File: src/rtl/pin_evt_pkg.sv
package pin_evt_pkg;

  localparam int DATA_W      = 32;
  localparam int CFG_W       = 8;
  localparam int BIT_INTST   = 8;
  localparam int BIT_WAKEST  = 9;
  localparam int BIT_LEVEL   = 10;
  localparam int USED_W      = BIT_LEVEL + 1;

  typedef enum logic [1:0] {
    POL_HIGH = 2'd0,
    POL_LOW  = 2'd1,
    POL_BOTH = 2'd2,
    POL_NONE = 2'd3
  } pol_e;

  typedef enum logic [1:0] {
    SLP_AWAKE   = 2'd0,
    SLP_LIGHT   = 2'd1,
    SLP_SUSPEND = 2'd2,
    SLP_OFF     = 2'd3
  } sleep_e;

  // Layout matches bits [7:0] of the register word
  typedef struct packed {
    logic [2:0] wakeEn;
    logic       intMask;
    logic       intEn;
    pol_e       pol;
    logic       levelMode;
  } pin_cfg_t;

  typedef struct packed {
    logic cfgWr;
    logic clrInt;
    logic clrWake;
  } lane_strobe_t;

endpackage

File: src/rtl/pin_evt_trigger.sv
module pin_evt_trigger
  import pin_evt_pkg::*;
(
  input  logic levelMode,
  input  pol_e pol,
  input  logic curLevel,
  input  logic prevLevel,
  output logic hit
);

  logic rise;
  logic fall;

  assign rise = curLevel & ~prevLevel;
  assign fall = ~curLevel & prevLevel;

  always_comb begin
    unique case (pol)
      POL_HIGH: hit = levelMode ? curLevel  : rise;
      POL_LOW:  hit = levelMode ? ~curLevel : fall;
      POL_BOTH: hit = levelMode ? 1'b0      : (rise | fall);
      default:  hit = 1'b0;
    endcase
  end

endmodule

File: src/rtl/pin_evt_lane.sv
module pin_evt_lane
  import pin_evt_pkg::*;
(
  input  logic               clk,
  input  logic               rstN,
  input  lane_strobe_t       strobe,
  input  logic [CFG_W-1:0]   cfgData,
  input  logic               pinLevel,
  input  sleep_e             sleepState,
  input  logic               statusBlock,
  output logic [DATA_W-1:0]  word,
  output logic               pending,
  output logic               irq
);

  pin_cfg_t cfg;
  logic     prevLevel;
  logic     intSt;
  logic     wakeSt;
  logic     hit;
  logic     armed;
  logic     wakeSel;
  logic     setInt;
  logic     setWake;

  pin_evt_trigger trig_i (
    .levelMode (cfg.levelMode),
    .pol       (cfg.pol),
    .curLevel  (pinLevel),
    .prevLevel (prevLevel),
    .hit       (hit)
  );

  always_comb begin
    unique case (sleepState)
      SLP_LIGHT:   wakeSel = cfg.wakeEn[0];
      SLP_SUSPEND: wakeSel = cfg.wakeEn[1];
      SLP_OFF:     wakeSel = cfg.wakeEn[2];
      default:     wakeSel = 1'b0;
    endcase
  end

  assign armed   = ~statusBlock;
  assign setInt  = hit & cfg.intEn & armed;
  assign setWake = hit & wakeSel & armed;

  always_ff @(posedge clk or negedge rstN) begin
    if (!rstN) begin
      cfg       <= '0;
      prevLevel <= 1'b0;
      intSt     <= 1'b0;
      wakeSt    <= 1'b0;
    end else begin
      prevLevel <= pinLevel;
      if (strobe.cfgWr) cfg <= pin_cfg_t'(cfgData);
      // a new trigger in the clearing cycle wins over the clear
      intSt  <= setInt  | (intSt  & ~strobe.clrInt);
      wakeSt <= setWake | (wakeSt & ~strobe.clrWake);
    end
  end

  assign word = {{(DATA_W-USED_W){1'b0}}, pinLevel, wakeSt, intSt,
                 cfg.wakeEn, cfg.intMask, cfg.intEn & armed,
                 cfg.pol, cfg.levelMode};
  assign pending = intSt | wakeSt;
  assign irq     = intSt & cfg.intMask;

  AST_BLOCK_QUIET: assert property (@(posedge clk) disable iff (!rstN)
    (statusBlock && !intSt && !wakeSt) |=> (!intSt && !wakeSt));

  AST_ENABLE_GATE: assert property (@(posedge clk) disable iff (!rstN)
    (!cfg.intEn && !intSt) |=> !intSt);

  AST_EDGE_QUIET: assert property (@(posedge clk) disable iff (!rstN)
    ($past(rstN) && !cfg.levelMode && $stable(pinLevel) && !intSt) |=> !intSt);

  AST_AWAKE_NO_WAKE: assert property (@(posedge clk) disable iff (!rstN)
    (sleepState == SLP_AWAKE && !wakeSt) |=> !wakeSt);

endmodule

File: src/rtl/pin_evt_ctrl.sv
module pin_evt_ctrl
  import pin_evt_pkg::*;
#(
  parameter int NUM_PINS = 6,
  parameter int ADDR_W   = 3
) (
  input  logic                              clk,
  input  logic                              rstN,
  input  logic                              wrEn,
  input  logic [ADDR_W-1:0]                 addr,
  input  logic [DATA_W-1:0]                 wrData,
  input  logic [NUM_PINS-1:0][DATA_W-1:0]   laneWord,
  output lane_strobe_t [NUM_PINS-1:0]       strobes,
  output logic [CFG_W-1:0]                  cfgData,
  output logic [DATA_W-1:0]                 rdData
);

  logic                unusedWrHi;
  logic [NUM_PINS-1:0] cfgWrVec;

  assign cfgData    = wrData[CFG_W-1:0];
  assign unusedWrHi = ^wrData[DATA_W-1:BIT_WAKEST+1];

  for (genvar g = 0; g < NUM_PINS; g++) begin : g_dec
    logic sel;
    assign sel                = wrEn && (addr == ADDR_W'(g));
    assign strobes[g].cfgWr   = sel;
    assign strobes[g].clrInt  = sel & wrData[BIT_INTST];
    assign strobes[g].clrWake = sel & wrData[BIT_WAKEST];
    assign cfgWrVec[g]        = strobes[g].cfgWr;
  end

  always_comb begin
    rdData = '0;
    for (int i = 0; i < NUM_PINS; i++) begin
      if (addr == ADDR_W'(i)) rdData = laneWord[i];
    end
  end

  AST_ONE_LANE_WRITE: assert property (@(posedge clk) disable iff (!rstN)
    $onehot0(cfgWrVec));

  AST_IDLE_NO_STROBE: assert property (@(posedge clk) disable iff (!rstN)
    !wrEn |-> (cfgWrVec == '0));

endmodule

File: src/rtl/pin_evt_top.sv
module pin_evt_top
  import pin_evt_pkg::*;
#(
  parameter int NUM_PINS = 6,
  parameter int ADDR_W   = 3
) (
  input  logic                clk,
  input  logic                rstN,
  input  logic                wrEn,
  input  logic [ADDR_W-1:0]   addr,
  input  logic [31:0]         wrData,
  output logic [31:0]         rdData,
  input  logic [NUM_PINS-1:0] pinLevel,
  input  logic [1:0]          sleepState,
  input  logic                statusBlock,
  output logic [NUM_PINS-1:0] pending,
  output logic [NUM_PINS-1:0] irqOut
);

  lane_strobe_t [NUM_PINS-1:0]     strobes;
  logic [NUM_PINS-1:0][DATA_W-1:0] laneWord;
  logic [CFG_W-1:0]                cfgData;
  sleep_e                          sleepSt;

  assign sleepSt = sleep_e'(sleepState);

  pin_evt_ctrl #(.NUM_PINS(NUM_PINS), .ADDR_W(ADDR_W)) ctrl_i (
    .clk      (clk),
    .rstN     (rstN),
    .wrEn     (wrEn),
    .addr     (addr),
    .wrData   (wrData),
    .laneWord (laneWord),
    .strobes  (strobes),
    .cfgData  (cfgData),
    .rdData   (rdData)
  );

  for (genvar g = 0; g < NUM_PINS; g++) begin : g_lane
    pin_evt_lane lane_i (
      .clk         (clk),
      .rstN        (rstN),
      .strobe      (strobes[g]),
      .cfgData     (cfgData),
      .pinLevel    (pinLevel[g]),
      .sleepState  (sleepSt),
      .statusBlock (statusBlock),
      .word        (laneWord[g]),
      .pending     (pending[g]),
      .irq         (irqOut[g])
    );
  end

  AST_IRQ_NEEDS_PENDING: assert property (@(posedge clk) disable iff (!rstN)
    (irqOut & ~pending) == '0);

endmodule

File: config.mk
export PLATFORM = sky130hd
export DESIGN_NAME = pin_evt_top
export DESIGN_NICKNAME = d
export VERILOG_FILES = /design/src/rtl/pin_evt_pkg.sv /design/src/rtl/pin_evt_trigger.sv /design/src/rtl/pin_evt_lane.sv /design/src/rtl/pin_evt_ctrl.sv /design/src/rtl/pin_evt_top.sv
export SDC_FILE = /design/constraint.sdc
export NUM_CORES = 1
export LEC_CHECK = 0
export BUFFER_PORTS_ARGS = -buffer_cell sky130_fd_sc_hd__buf_2
export CORE_MARGIN = 4
export CORE_UTILIZATION = 35
export DETAILED_ROUTE_END_ITERATION = 12
export GPL_ROUTABILITY_DRIVEN = 0
export PLACE_DENSITY_LB_ADDON = 0.3
export SLEW_MARGIN = 10
export SYNTH_ARGS = -nofsm -noshare
export SYNTH_HDL_FRONTEND = slang
export SYNTH_SLANG_ARGS = --single-unit
File: constraint.sdc
create_clock -name clk -period 3.9 [get_ports clk]
set_clock_uncertainty 0.2 [all_clocks]
set_input_delay 0.78 -clock clk [delete_from_list [all_inputs] [get_ports clk]]
set_output_delay 0.78 -clock clk [all_outputs]
set_load 0.005 [all_outputs]
==> flow_metrics.tcl <==
set metrics [dict create \
    status "finished, final reports clean" \
    drv_cap 0 \
    finalCritPeriodShare_pct 84.9 \
    synth-edff-count 0 \
    hold_viol 0 \
    total_power_mw 2.35 \
    synth-compound-area-share_pct 11.1 \
    synth_cell_type_count 47 \
    start_kind "primary input" \
    yosys-top-cells-area "dfrtp_1 41%, mux2_2 13%, buf_4 6.7%" \
    path_cells "buf_2 -> buf_4 -> mux2_2 -> o22ai_1 -> a21oi_1 -> buf_2" \
    p_per_area_nw_per_um2 518 \
    nNetsFinal 472 \
    grt_pass1_wl_mm 15.6 \
    path_clk_slew_ns 0.05 \
    crit_path_max_incr_delay_ns 0.44 \
    synth_flop_cell "dfrtp_1" \
    via_count 2884 \
    endpoint_kind "primary output" \
    stdcell_count 560 \
    period_needed_ns 3.31 \
    placed_cells 545 \
    synthCells 376 \
    firstDrtPassIters 4 \
    hold_end "g_lane[0].lane_i.word[4]" \
    cpMostUsedCell "buf_2" \
    critPathSlowestCell "buf_2" \
    max_clock_freq_mhz 302 \
    yosysTopAreaCell "dfrtp_1" \
    routed_wl_mm 9.60 \
    htreeDepth 3 \
    setup_viol 0 \
    cts_buffers 9 \
    synth-seq-area-share_pct 40.6 \
    reg2reg_to "g_lane[2].lane_i.intSt" \
    r2r_slack_ns 2.19 \
    drc 0 \
    rr_worst_depth 6 \
    p_leak_nw 2.09 \
    diodes 0 \
    post_drt_via_cell_ratio 5.15 \
    antenna_left 0 \
    clock_latency_ns 0.32 \
    tightest_slew_ns 0.884 \
    synth_top_family_by_area "multiplexers" \
    clk_path_buf_depth 2 \
    yosys_warnings 0 \
    drv_slew 0 \
    synth_top_area_share_pct 40.6 \
    cts_hold_buffers 0 \
    worstPathArrival_ns 2.33 \
    rows 39 \
    cts_tree "built" \
    synth-async-reset-ratio_pct 100 \
    min_path_type "flop to flop" \
    die_area_sq_um 13400 \
    synth_mux_area_share_pct 22.9 \
    synthAdderAreaFrac_pct 3.69 \
    ys_ff_latch 66 \
    initial_core_util_pct 35.7 \
    holdWs_ns 0.320 \
    die_h_um 116 \
    layout-drive-gt1-share_pct 33.3 \
    grt_start_max_net_pins 41 \
    hold_start "g_lane[0].lane_i.word[4]" \
    dr.first_iter.drc_count 161 \
    grt_overflow 0 \
    cts.sinks 66 \
    portBuffers 47 \
    hpwl_mm 7.41 \
    post_drt_wl_per_cell_um 17.1 \
    cts-resized-gates 0 \
    track_usage_pct 15.0 \
    peakVddDrop_v 0.000243 \
    reg2reg_from "g_lane[2].lane_i.prevLevel" \
    syn_to_final_growth_pct 11.5 \
    crit_required_ns 2.92 \
    synth_area_sq_um 4060 \
    clock-root-buffer "clkbuf_16" \
    antenna_found_initial 0 \
    core_sq_um 11400 \
    synth-simple-area-share_pct 11.5 \
    slew_headroom_pct 41.0 \
    die_x_um 116 \
    post-cts-setup-buffers 0 \
    crit_fanout 19 \
    ios 91 \
    synthXorXnorAreaFrac_pct 0 \
    first_global_vias 2922 \
    path_class "primary input to primary output" \
    rsz0062_at_grt "no" \
    hold_path_depth 1 \
    syn_avg_cell_area_sq_um 10.8 \
    finalSetupTns_ns 0 \
]
synthesized netlist by cell type, types with 2 or more instances:
cell type / number
o41ai_1: 2
o211ai_1: 2
nand2_1: 21
and2_1: 7
buf_4: 36
mux2i_1: 27
inv_1: 15
nor2_1: 19
o21ai_0: 14
nand2b_1: 6
nor2b_1: 3
and3b_1: 2
mux2_2: 48
buf_2: 5
dfrtp_1: 66
or4_1: 2
o31ai_1: 2
a22o_1: 12
buf_1: 2
o221ai_1: 10
a21oi_1: 14
or2_2: 6
o22ai_1: 2
clkbuf_1: 2
buf_6: 2
nand4_1: 2
nand3_1: 7
mux2_4: 8
nor4_1: 3
ha_1: 12
cells by family (layout without fill, tap and decap cells):
| group | Yosys count | after routing |
|---|---|---|
| compound gates | 64 | 64 |
| mux | 83 | 83 |
| simple gates | 86 | 86 |
| other cells | 1 | 21 |
| fa+ha+maj | 12 | 12 |
| flops | 66 | 66 |
| buf+inv | 64 | 85 |
how the worst max path moves through the flow:
stage | startpoint | to | slack (ns) | depth (start not counted)
after floorplan | addr[0] | rdData[3] | 1.32 | 5
after global placement | addr[0] | rdData[1] | 0.60 | 6
after detailed placement | addr[0] | rdData[1] | 0.59 | 6
after CTS | addr[0] | rdData[1] | 0.58 | 6
after global routing | addr[0] | rdData[3] | 0.49 | 6
final | addr[0] | rdData[3] | 0.59 | 6
cell usage in the layout (no fill, tap or decap), types with 14 or more instances in the layout:
| cell | n |
|---|---|
| dfrtp_1 | 66 |
| mux2_2 | 48 |
| buf_2 | 47 |
| mux2i_1 | 27 |
| nand2_1 | 21 |
| conb_1 | 21 |
| nor2_1 | 19 |
| inv_1 | 15 |
| a21oi_1 | 14 |
| o21ai_0 | 14 |
final cells by class:
class,instances,area (sq um)
Clock buffer,12,256
Clock inverter,3,15.0
Fill cell,1139,6840
Inverter,15,56.3
Multi-Input combinational cell,266,2080
Sequential cell,66,1650
Tap cell,143,179
Timing Repair Buffer,55,295
routing by layer:
metal / vias up / GRT usage, % / part of all wire (%)
met1: 1428 / 21.6 / 48
met2: 78 / 23.1 / 46
met4: 0 / 3.17 / 0.66
met5: - / 0 / 0
li1: 1372 / - / -
met3: 6 / 3.71 / 5.8
registers in the layout, indices dropped and copies added (netlist names):
signal and count:
g_lane.lane_i.word 42, g_lane.lane_i.intSt 6, g_lane.lane_i.prevLevel 6, g_lane.lane_i.cfg 6, g_lane.lane_i.wakeSt 6
power by group:
group | switching, mW | internal [mW] | leakage, nW
Sequential | 0.168 | 0.861 | 0.778
Combinational | 0.258 | 0.329 | 1.17
Clock | 0.271 | 0.457 | 0.138
Total | 0.698 | 1.65 | 2.09
worst max-delay path, delay by kind of cell:
| kind | cells | cell delay, ns |
|---|---|---|
| AO/OA/AOI/OAI | 2 | 0.27 |
| multiplexers | 1 | 0.35 |
| buffers and inverters | 3 | 0.91 |
through the flow:
| stage | worst slack, ns | util, % | cell area, sq um |
|---|---|---|---|
| after detailed placement | 0.586 | 37.5 | 4260 |
| after CTS | 0.582 | 39.9 | 4530 |
| after global routing | 0.492 | 39.9 | 4530 |
| final | 0.590 | 39.9 | 4530 |
| after floorplan | 1.32 | - | 4140 |
| after global placement | 0.600 | 37.5 | 4260 |
Note: power is estimated with default switching activity, not from simulation.
